[config.mk]
export PLATFORM = sky130hd
export DESIGN_NAME = ser2par_bridge
export DESIGN_NICKNAME = d
export VERILOG_FILES = /design/src/rtl/ser2par_pkg.sv /design/src/rtl/s2p_sync.sv /design/src/rtl/s2p_tick_gen.sv /design/src/rtl/s2p_uart_rx.sv /design/src/rtl/s2p_hold_reg.sv /design/src/rtl/s2p_lpt_tx.sv /design/src/rtl/ser2par_bridge.sv
export SDC_FILE = /design/constraint.sdc
export NUM_CORES = 1
export LEC_CHECK = 0
export CAP_MARGIN = 0
export CORE_UTILIZATION = 63
export CTS_CLUSTER_SIZE = 16
export DETAILED_ROUTE_END_ITERATION = 12
export PLACE_DENSITY = 0.8
export SYNTH_ARGS = -nofsm -noshare
export SYNTH_HDL_FRONTEND = slang
export SYNTH_SLANG_ARGS = --single-unit
[constraint.sdc]
create_clock -name clk -period 4.6 [get_ports clk]
set_input_delay 0.69 -clock clk [delete_from_list [all_inputs] [get_ports clk]]
set_output_delay 0.69 -clock clk [all_outputs]
set_load 0.02 [all_outputs]
[src/rtl/ser2par_pkg.sv]
package ser2par_pkg;

  typedef enum logic [2:0] {
    RX_IDLE,
    RX_START,
    RX_DATA,
    RX_STOP,
    RX_BREAK
  } rx_state_e;

  typedef enum logic [1:0] {
    PP_IDLE,
    PP_SETUP,
    PP_STROBE,
    PP_HOLD
  } pp_state_e;

endpackage

[src/rtl/s2p_sync.sv]
module s2p_sync #(
  parameter int    STAGES  = 2,
  parameter logic  RST_VAL = 1'b1
) (
  input  logic clk,
  input  logic arst_n,
  input  logic d,
  output logic q
);
  logic [STAGES-1:0] pipe_q;

  always_ff @(posedge clk or negedge arst_n) begin
    if (!arst_n) pipe_q <= {STAGES{RST_VAL}};
    else         pipe_q <= {pipe_q[STAGES-2:0], d};
  end

  assign q = pipe_q[STAGES-1];
endmodule

[src/rtl/s2p_tick_gen.sv]
module s2p_tick_gen #(
  parameter int DIV = 4
) (
  input  logic clk,
  input  logic arst_n,
  output logic tick
);
  localparam int CW = (DIV > 1) ? $clog2(DIV) : 1;
  localparam logic [CW-1:0] LAST = CW'(DIV - 1);

  logic [CW-1:0] cnt_q, cnt_d;

  always_comb begin
    tick  = (cnt_q == LAST);
    cnt_d = tick ? '0 : cnt_q + 1'b1;
  end

  always_ff @(posedge clk or negedge arst_n) begin
    if (!arst_n) cnt_q <= '0;
    else         cnt_q <= cnt_d;
  end
endmodule

[src/rtl/s2p_uart_rx.sv]
module s2p_uart_rx
  import ser2par_pkg::*;
#(
  parameter int OVS    = 16,
  parameter int DATA_W = 8
) (
  input  logic              clk,
  input  logic              arst_n,
  input  logic              tick,
  input  logic              rxd,
  output logic              done,
  output logic              err,
  output logic [DATA_W-1:0] data
);
  localparam int PW = $clog2(OVS);
  localparam int BW = (DATA_W > 1) ? $clog2(DATA_W) : 1;
  localparam logic [PW-1:0] MID  = PW'(OVS / 2 - 1);
  localparam logic [PW-1:0] LAST = PW'(OVS - 1);
  localparam logic [BW-1:0] BLAST = BW'(DATA_W - 1);

  rx_state_e         state_q, state_d;
  logic [PW-1:0]     phase_q, phase_d;
  logic [BW-1:0]     bit_q, bit_d;
  logic [DATA_W-1:0] sh_q, sh_d;

  always_comb begin
    state_d = state_q;
    phase_d = phase_q;
    bit_d   = bit_q;
    sh_d    = sh_q;
    done    = 1'b0;
    err     = 1'b0;
    case (state_q)
      RX_IDLE: begin
        if (tick && !rxd) begin
          state_d = RX_START;
          phase_d = '0;
        end
      end
      RX_START: begin
        if (tick) begin
          if (phase_q == MID) begin
            phase_d = '0;
            bit_d   = '0;
            state_d = rxd ? RX_IDLE : RX_DATA;
          end else begin
            phase_d = phase_q + 1'b1;
          end
        end
      end
      RX_DATA: begin
        if (tick) begin
          if (phase_q == LAST) begin
            phase_d = '0;
            sh_d    = {rxd, sh_q[DATA_W-1:1]};
            if (bit_q == BLAST) state_d = RX_STOP;
            else                bit_d   = bit_q + 1'b1;
          end else begin
            phase_d = phase_q + 1'b1;
          end
        end
      end
      RX_STOP: begin
        if (tick) begin
          if (phase_q == LAST) begin
            if (rxd) begin
              done    = 1'b1;
              state_d = RX_IDLE;
            end else begin
              err     = 1'b1;
              state_d = RX_BREAK;
            end
          end else begin
            phase_d = phase_q + 1'b1;
          end
        end
      end
      RX_BREAK: begin
        if (rxd) state_d = RX_IDLE;
      end
      default: state_d = RX_IDLE;
    endcase
  end

  always_ff @(posedge clk or negedge arst_n) begin
    if (!arst_n) begin
      state_q <= RX_IDLE;
      phase_q <= '0;
      bit_q   <= '0;
      sh_q    <= '0;
    end else begin
      state_q <= state_d;
      phase_q <= phase_d;
      bit_q   <= bit_d;
      sh_q    <= sh_d;
    end
  end

  assign data = sh_q;
endmodule

[src/rtl/s2p_hold_reg.sv]
module s2p_hold_reg #(
  parameter int DATA_W = 8
) (
  input  logic              clk,
  input  logic              arst_n,
  input  logic              load,
  input  logic [DATA_W-1:0] load_data,
  input  logic              take,
  output logic              full,
  output logic [DATA_W-1:0] data,
  output logic              overrun
);
  logic              full_q, full_d;
  logic [DATA_W-1:0] data_q, data_d;
  logic              ovr_q, ovr_d;

  always_comb begin
    full_d = full_q;
    data_d = data_q;
    ovr_d  = ovr_q;
    if (take) full_d = 1'b0;
    if (load) begin
      if (full_q && !take) begin
        ovr_d = 1'b1;
      end else begin
        full_d = 1'b1;
        data_d = load_data;
      end
    end
  end

  always_ff @(posedge clk or negedge arst_n) begin
    if (!arst_n) begin
      full_q <= 1'b0;
      data_q <= '0;
      ovr_q  <= 1'b0;
    end else begin
      full_q <= full_d;
      data_q <= data_d;
      ovr_q  <= ovr_d;
    end
  end

  assign full    = full_q;
  assign data    = data_q;
  assign overrun = ovr_q;
endmodule

[src/rtl/s2p_lpt_tx.sv]
module s2p_lpt_tx
  import ser2par_pkg::*;
#(
  parameter int DATA_W     = 8,
  parameter int SETUP_CYC  = 50,
  parameter int STROBE_CYC = 50,
  parameter int HOLD_CYC   = 50
) (
  input  logic              clk,
  input  logic              arst_n,
  input  logic              have_data,
  input  logic [DATA_W-1:0] hold_data,
  input  logic              busy_s,
  input  logic              ack_s,
  output logic              take,
  output logic [DATA_W-1:0] pd_data,
  output logic              strobe_n
);
  localparam int MAXC = (SETUP_CYC > STROBE_CYC) ?
                        ((SETUP_CYC > HOLD_CYC) ? SETUP_CYC : HOLD_CYC) :
                        ((STROBE_CYC > HOLD_CYC) ? STROBE_CYC : HOLD_CYC);
  localparam int CW = $clog2(MAXC + 1);
  localparam logic [CW-1:0] SET_END = CW'(SETUP_CYC - 1);
  localparam logic [CW-1:0] STB_END = CW'(STROBE_CYC - 1);
  localparam logic [CW-1:0] HLD_END = CW'(HOLD_CYC - 1);

  pp_state_e         state_q, state_d;
  logic [CW-1:0]     cnt_q, cnt_d;
  logic [DATA_W-1:0] pd_q, pd_d;
  logic              stb_q, stb_d;
  logic              pend_q, pend_d;

  always_comb begin
    state_d = state_q;
    cnt_d   = cnt_q;
    pd_d    = pd_q;
    stb_d   = stb_q;
    pend_d  = pend_q;
    take    = 1'b0;
    if (!ack_s) pend_d = 1'b0;
    case (state_q)
      PP_IDLE: begin
        if (have_data && !busy_s && !pend_q) begin
          take    = 1'b1;
          pd_d    = hold_data;
          cnt_d   = '0;
          state_d = PP_SETUP;
        end
      end
      PP_SETUP: begin
        if (cnt_q == SET_END) begin
          cnt_d   = '0;
          stb_d   = 1'b0;
          pend_d  = 1'b1;
          state_d = PP_STROBE;
        end else begin
          cnt_d = cnt_q + 1'b1;
        end
      end
      PP_STROBE: begin
        if (cnt_q == STB_END) begin
          cnt_d   = '0;
          stb_d   = 1'b1;
          state_d = PP_HOLD;
        end else begin
          cnt_d = cnt_q + 1'b1;
        end
      end
      PP_HOLD: begin
        if (cnt_q == HLD_END) begin
          cnt_d   = '0;
          state_d = PP_IDLE;
        end else begin
          cnt_d = cnt_q + 1'b1;
        end
      end
      default: state_d = PP_IDLE;
    endcase
  end

  always_ff @(posedge clk or negedge arst_n) begin
    if (!arst_n) begin
      state_q <= PP_IDLE;
      cnt_q   <= '0;
      pd_q    <= '0;
      stb_q   <= 1'b1;
      pend_q  <= 1'b0;
    end else begin
      state_q <= state_d;
      cnt_q   <= cnt_d;
      pd_q    <= pd_d;
      stb_q   <= stb_d;
      pend_q  <= pend_d;
    end
  end

  assign pd_data  = pd_q;
  assign strobe_n = stb_q;
endmodule

[src/rtl/ser2par_bridge.sv]
module ser2par_bridge #(
  parameter int CLK_HZ    = 50_000_000,
  parameter int BAUD      = 2400,
  parameter int OVS       = 16,
  parameter int DATA_W    = 8,
  parameter int SETUP_US  = 1,
  parameter int STROBE_US = 1,
  parameter int HOLD_US   = 1
) (
  input  logic              clk,
  input  logic              rst_n,
  input  logic              ser_rxd,
  input  logic              prn_busy,
  input  logic              prn_ack_n,
  output logic [DATA_W-1:0] prn_data,
  output logic              prn_strobe_n,
  output logic              host_cts,
  output logic              host_dsr,
  output logic              frame_err,
  output logic              overrun
);
  localparam int TICK_DIV   = CLK_HZ / (BAUD * OVS);
  localparam int CYC_PER_US = (CLK_HZ + 999_999) / 1_000_000;
  localparam int SETUP_CYC  = CYC_PER_US * SETUP_US;
  localparam int STROBE_CYC = CYC_PER_US * STROBE_US;
  localparam int HOLD_CYC   = CYC_PER_US * HOLD_US;

  logic [1:0]        rst_pipe_q;
  logic              arst_n;
  logic              rxd_s, busy_s, ack_s, tick;
  logic              rx_done, rx_err;
  logic [DATA_W-1:0] rx_byte, hold_byte;
  logic              hold_full, take;

  always_ff @(posedge clk or negedge rst_n) begin
    if (!rst_n) rst_pipe_q <= 2'b00;
    else        rst_pipe_q <= {rst_pipe_q[0], 1'b1};
  end
  assign arst_n = rst_pipe_q[1];

  s2p_sync #(.STAGES(2), .RST_VAL(1'b1)) u_sync_rxd (
    .clk(clk), .arst_n(arst_n), .d(ser_rxd), .q(rxd_s));
  s2p_sync #(.STAGES(2), .RST_VAL(1'b1)) u_sync_busy (
    .clk(clk), .arst_n(arst_n), .d(prn_busy), .q(busy_s));
  s2p_sync #(.STAGES(2), .RST_VAL(1'b1)) u_sync_ack (
    .clk(clk), .arst_n(arst_n), .d(prn_ack_n), .q(ack_s));

  s2p_tick_gen #(.DIV(TICK_DIV)) u_tick (
    .clk(clk), .arst_n(arst_n), .tick(tick));

  s2p_uart_rx #(.OVS(OVS), .DATA_W(DATA_W)) u_rx (
    .clk(clk), .arst_n(arst_n), .tick(tick), .rxd(rxd_s),
    .done(rx_done), .err(rx_err), .data(rx_byte));

  s2p_hold_reg #(.DATA_W(DATA_W)) u_hold (
    .clk(clk), .arst_n(arst_n), .load(rx_done), .load_data(rx_byte),
    .take(take), .full(hold_full), .data(hold_byte), .overrun(overrun));

  s2p_lpt_tx #(
    .DATA_W(DATA_W), .SETUP_CYC(SETUP_CYC),
    .STROBE_CYC(STROBE_CYC), .HOLD_CYC(HOLD_CYC)
  ) u_lpt (
    .clk(clk), .arst_n(arst_n), .have_data(hold_full), .hold_data(hold_byte),
    .busy_s(busy_s), .ack_s(ack_s), .take(take),
    .pd_data(prn_data), .strobe_n(prn_strobe_n));

  assign frame_err = rx_err;
  assign host_cts  = arst_n & ~hold_full & ~busy_s;
  assign host_dsr  = arst_n;
endmodule

==> results of run 1 <==
worst max path at each step:
stage,from,to,slack (ps)
2_1_floorplan,rst_pipe_q[1],host_cts,1480
3_3_place_gp,u_tick.cnt_q[1],frame_err,1840
3_5_place_dp,u_tick.cnt_q[1],frame_err,1830
4_1_cts,u_tick.cnt_q[1],frame_err,1460
5_1_grt,u_tick.cnt_q[1],frame_err,1320
6_report,u_tick.cnt_q[0],frame_err,1490
metal layers:
metal / wire (um) / track usage / up-vias
met1: 2430 / 0.295 / 969
met2: 2380 / 0.335 / 16
met3: 117 / 0.0583 / 6
met4: 59 / 0.102 / 0
met5: 0 / 0 / -
li1: - / - / 953
logic make-up after synthesis:
kind of cell | Yosys count
xor gates and xnor gates | 14
AOI/OAI and AO/OA | 36
adders and majority gates | 12
muxes | 28
and+or+nand+nor | 80
DFF | 65
other | 1
buffers and inverters | 23
registers in the layout (all words and copies together) (netlist names), 3 cells and up:
signal and cells:
u_hold.data 8, u_rx.phase_q 4, u_rx.data 8, u_rx.state_q 3, u_tick.cnt_q 11, u_lpt.pd_data 8
u_lpt.cnt_q 6, u_rx.bit_q 3
cells in the final DEF, fill, tap and decap left out, types with 7 or more instances in the layout:
master / synthesis / routed
sky130_fd_sc_hd__nor3_1: 8 / 8
sky130_fd_sc_hd__ha_1: 12 / 12
sky130_fd_sc_hd__nand2_1: 12 / 12
sky130_fd_sc_hd__dfstp_2: 7 / 7
sky130_fd_sc_hd__nand3_1: 8 / 8
sky130_fd_sc_hd__o21ai_0: 7 / 7
sky130_fd_sc_hd__xnor2_1: 10 / 10
sky130_fd_sc_hd__mux2_2: 26 / 26
sky130_fd_sc_hd__clkdlybuf4s50_1: 0 / 17
sky130_fd_sc_hd__clkbuf_8: 0 / 10
sky130_fd_sc_hd__dfrtp_1: 58 / 57
sky130_fd_sc_hd__inv_1: 10 / 10
sky130_fd_sc_hd__nor2_1: 19 / 19
per-stage QoR:
step | util | area, um^2 | power [mW] | hold slack, ps
2_1_floorplan | - | 3110 | 0.602 | 331
3_3_place_gp | 0.699 | 3300 | 0.611 | 199
3_5_place_dp | 0.699 | 3300 | 0.612 | 202
4_1_cts | 0.740 | 3500 | 1.09 | 196
5_1_grt | 0.740 | 3500 | 1.11 | 222
6_report | 0.740 | 3500 | 1.07 | 183
worst max-delay path, cell delays in order, from the launching register on:
cell	delay [ps]
sky130_fd_sc_hd__dfrtp_1	430
sky130_fd_sc_hd__ha_1	250
sky130_fd_sc_hd__nand4b_1	100
sky130_fd_sc_hd__and4bb_2	470
sky130_fd_sc_hd__and4b_1	240
sky130_fd_sc_hd__clkdlybuf4s50_1	600
power by group through the flow:
stage / clock [mW] / sequential, mW / combinational [mW]
floorplan: 0 / 0.597 / 0.00455
global placement: 0 / 0.593 / 0.0183
detailed placement: 0 / 0.593 / 0.0186
CTS: 0.484 / 0.582 / 0.0186
global route: 0.505 / 0.583 / 0.0208
finish: 0.472 / 0.582 / 0.0180
cell type report:
| cell class | instances | area (um^2) | share of cell area |
|---|---|---|---|
| Tap cell | 67 | 83.8 | 0.0240 |
| Clock inverter | 5 | 55.1 | 0.0157 |
| Clock buffer | 11 | 141 | 0.0404 |
| Inverter | 10 | 37.5 | 0.0107 |
| Sequential cell | 65 | 1640 | 0.468 |
| Multi-Input combinational cell | 171 | 1360 | 0.390 |
| Timing Repair Buffer | 18 | 178 | 0.0508 |
==> impl_metrics.ini, run 1 <==
[run_status]
run_status = finished clean

[clock_tree]
cts-root-buf = sky130_fd_sc_hd__clkbuf_8
cts_hold_repair_buffers = 0
cts.reportedPaths.clkPinSlew_ps = 70
post_cts.resized_instances = 0
clock_sink_count = 65
numCtsBuffers = 9
cts_buffer_depth = 2
insertion_delay_ps = 340
tritoncts = built
cts_max_level = 3
post-cts-setup-buffer-count = 0

[die]
floorplan.die.width_um = 72.2
floorplan.rows = 25
io_pins = 18
fp.coreArea_um2 = 4720
floorplan.initialDensity = 0.658
die_area_um2 = 5220
die-height_um = 72.2

[routing]
vias_per_cell = 5.60
drc = 0
avgRoutedWirePerCell_um = 14.4
wirelength_um = 4990
drt_pre_antenna_iters = 4
drtIter0Drc = 76
route.antenna.remaining_nets = 0
via_count = 1944

[critical_path]
critical_path.reg2reg.endpoint = u_hold.data[2]
ff2ff_setup_slack_ps = 2400
endpoint_kind = primary output
timing.critical_path.arrival_ps = 2420
path_class = reg -> out
timing.critical_path.fanout_max = 13
r2r_cells = 4
worst_ep_required_time_ps = 3910
cp-start-kind = flip-flop
worstReg2RegStart = u_rx.state_q[2]

[grt]
globalRouteTotalUtil = 0.219
global_route_wire_length_before_repair_um = 8540
grt_max_degree = 48
first_global_vias = 1913
grt.overflow.total = 0
antenna_violations_before_repair = 0

[place]
total_instance_count_after_detailed_placement = 331
dp_hpwl_um = 3390
pre_cts_ws_ps = 1830
routabilityCongestion = 0.881
io_buffers = 17

[logic_synthesis]
postSynth.topFlopCell = sky130_fd_sc_hd__dfrtp_1
synth_enable_flop_cells = 0
yosysTopAreaCell = sky130_fd_sc_hd__dfrtp_1
yosys_warnings = 0
synth_mux_area_frac = 0.101
synth.cell_area_um2 = 3110
syn_nets = 276
yosysTopAreaCellShare = 0.467
post_synth_and_or_nand_nor_area_fraction = 0.161
synthesis_stage_register_bit_count = 65
fraction_of_the_yosys_area_taken_by_sequential_cells = 0.526
yosysUniqueCellTypes = 61
post_synth_inst_count = 259
synth_common_cells = 58 x sky130_fd_sc_hd__dfrtp_1, 26 x sky130_fd_sc_hd__mux2_2, 19 x sky130_fd_sc_hd__nor2_1
synth_area_leaders = sky130_fd_sc_hd__dfrtp_1 47%, sky130_fd_sc_hd__mux2_2 9.4%, sky130_fd_sc_hd__dfstp_2 5.9%, sky130_fd_sc_hd__ha_1 4.8%, sky130_fd_sc_hd__xnor2_1 2.8%
mapped_avg_cell_area_um2 = 12.0
synth_area_in_compound_gates = 0.0882
post-synth-top-count-cell = sky130_fd_sc_hd__dfrtp_1
yosys.area_share.xor_xnor = 0.0395
adder_and_majority_cell_fraction_of_the_synthesized_area = 0.0483
async_flop_share = 1.00
largest_family_of_logic_cells_by_synthesized_area = simple AND/OR/NAND/NOR gates

[sta]
post-route-period-util = 0.677
rsz0062_at_grt = no
report.final.setup_viol = 0
skew_ps = 8.38
timing.setup.tns_ps = 0
timing.fmax_mhz = 321
hold_viol_final = 0
relSlewSlack = 0.615
layout_min_cycle_time_ps = 3110
final_max_slew_viol_count = 0
worstMarginPinSlew_ps = 577
post-route-worst-setup-slack_ps = 1490

[pwr]
power_frac_seq = 0.543
netSwitchingPower_mw = 0.226
power-per-cell-area_nw_per_um2 = 307
p_sw_frac = 0.211
share_comb_of_total_power = 0.017
power_report.internal_total_mw = 0.847
power.static_leakage_nw = 1.55
share_clk_of_total_power = 0.440
max-vdd-ir-drop_mv = 0.272

[final_layout]
drive_gt1_frac = 0.225
fillers = 308
nNetsFinal = 292
post_synthesis_to_final_layout_area_growth_pct = 12.5
stdcell_count = 347
insertedDiodeCount = 0

[min_path]
hold_class = reg -> async

[flow_run]
maxCapViolCount = 0
(Power assumes the default switching activity.)
==> run 2: changes to the inputs <==
- CORE_UTILIZATION: 63 -> 59
- PLACE_DENSITY: 0.8 -> 0.75
- clock period: 4.6 -> 3 ns (I/O delays scaled with it)
==> impl_metrics.ini, run 2 (synthesis results as in run 1) <==
[die]
floorplan.initialDensity = 0.612
die-height_um = 74.6
io_pins = 18
floorplan.rows = 26
floorplan.die.width_um = 74.6
fp.coreArea_um2 = 5070
die_area_um2 = 5560

[sta]
skew_ps = 10.1
report.final.setup_viol = 0
relSlewSlack = 0.668
timing.fmax_mhz = 375
post-route-worst-setup-slack_ps = 336
timing.setup.tns_ps = 0
worstMarginPinSlew_ps = 496
layout_min_cycle_time_ps = 2660
final_max_slew_viol_count = 0
rsz0062_at_grt = no
post-route-period-util = 0.888
hold_viol_final = 0

[routing]
via_count = 1970
avgRoutedWirePerCell_um = 14.4
drc = 0
drtIter0Drc = 124
vias_per_cell = 5.58
wirelength_um = 5090
route.antenna.remaining_nets = 0
drt_pre_antenna_iters = 5

[clock_tree]
post_cts.resized_instances = 0
cts_buffer_depth = 2
clock_sink_count = 65
cts_max_level = 3
numCtsBuffers = 9
tritoncts = built
post-cts-setup-buffer-count = 0
cts.reportedPaths.clkPinSlew_ps = 70
cts_hold_repair_buffers = 0
cts-root-buf = sky130_fd_sc_hd__clkbuf_8
insertion_delay_ps = 330

[grt]
first_global_vias = 1927
antenna_violations_before_repair = 0
global_route_wire_length_before_repair_um = 8720
grt.overflow.total = 0
globalRouteTotalUtil = 0.210
grt_max_degree = 33

[final_layout]
post-route-cell-area_um2 = 3530
post_synthesis_to_final_layout_area_growth_pct = 13.6
drive_gt1_frac = 0.237
insertedDiodeCount = 0
registers.top_by_ff_count = u_tick.cnt_q
largest_register_ff_count = 11
nNetsFinal = 295
layout_common_cells = 57 x sky130_fd_sc_hd__dfrtp_1, 26 x sky130_fd_sc_hd__mux2_2, 19 x sky130_fd_sc_hd__nor2_1
final_common_cell = sky130_fd_sc_hd__dfrtp_1
fillers = 381

[pwr]
max-vdd-ir-drop_mv = 0.382
power.static_leakage_nw = 1.57
power-per-cell-area_nw_per_um2 = 471

[critical_path]
timing.critical_path.arrival_ps = 2210
cp-start-kind = flip-flop
worst_ep_required_time_ps = 2550
endpoint_kind = primary output
r2r_cells = 5
timing.critical_path.fanout_max = 4
path_class = reg -> out

[flow_run]
maxCapViolCount = 0

[place]
pre_cts_ws_ps = 665
area_post_placement_um2 = 3330
io_buffers = 17
dp_hpwl_um = 3620
routabilityCongestion = 0.822

[min_path]
hold_class = reg -> async

[run_status]
run_status = finished clean
==> run 2: cell count changes in the layout (fill, tap and decap cells not counted), sizes merged <==
cell | previous run | this run
buf | 1 | 4
clkinv | 2 | 3
clkbuf | 11 | 10
==> run 2: final cells by class <==
type,instances,area [um^2],share of cell area
Timing Repair Buffer,21,200,0.0567
Tap cell,70,87.6,0.0248
Multi-Input combinational cell,171,1360,0.386
Clock inverter,6,67.6,0.0191
Sequential cell,65,1640,0.464
Clock buffer,10,138,0.0390
Inverter,10,37.5,0.0106
==> run 2: worst max-delay path, stage by stage, from the launching register on <==
cell and delay, ps:
sky130_fd_sc_hd__dfrtp_1 420, sky130_fd_sc_hd__inv_1 70, sky130_fd_sc_hd__ha_1 220, sky130_fd_sc_hd__nand4b_1 100, sky130_fd_sc_hd__and4bb_2 300, sky130_fd_sc_hd__and4b_1 190
sky130_fd_sc_hd__clkdlybuf4s50_1 600
==> run 2: where the power goes <==
part	total (mW)	switching, mW	internal, mW
combinational	0.0288	0.0180	0.0108
sequential	0.893	0.00805	0.885
clock	0.741	0.333	0.407
total	1.66	0.359	1.30
==> run 2: metrics by stage <==
step,hold WS [ps],utilization,cells,power [mW]
after detailed placement,217,0.655,337,0.940
after global routing,243,0.696,353,1.72
after CTS,216,0.696,353,1.68
after global placement,214,0.655,337,0.939
after floorplan,154,-,259,0.922
final,204,0.696,353,1.66
==> run 2: path summary, 6_finish.rpt <==
path | end | slack (ps) | start
hold / removal | u_hold.data[3] | 200 | rst_pipe_q[1]
setup reg to reg | u_hold.data[4] | 930 | u_lpt.state_q[0]
hold reg to reg | u_hold.data[3] | 200 | rst_pipe_q[1]
setup / recovery | frame_err | 340 | u_tick.cnt_q[1]
max in group asynchronous | u_sync_busy.pipe_q[1] | 2010 | rst_pipe_q[1]
min in group clk | rst_pipe_q[1] | 350 | rst_pipe_q[0]
==> run 2: routing by layer <==
metal	vias to the layer above	GRT usage	wire length [um]
met1	980	0.292	2510
met2	22	0.326	2400
met3	7	0.0379	122
li1	961	-	-
met5	-	0	0
met4	0	0.0881	60
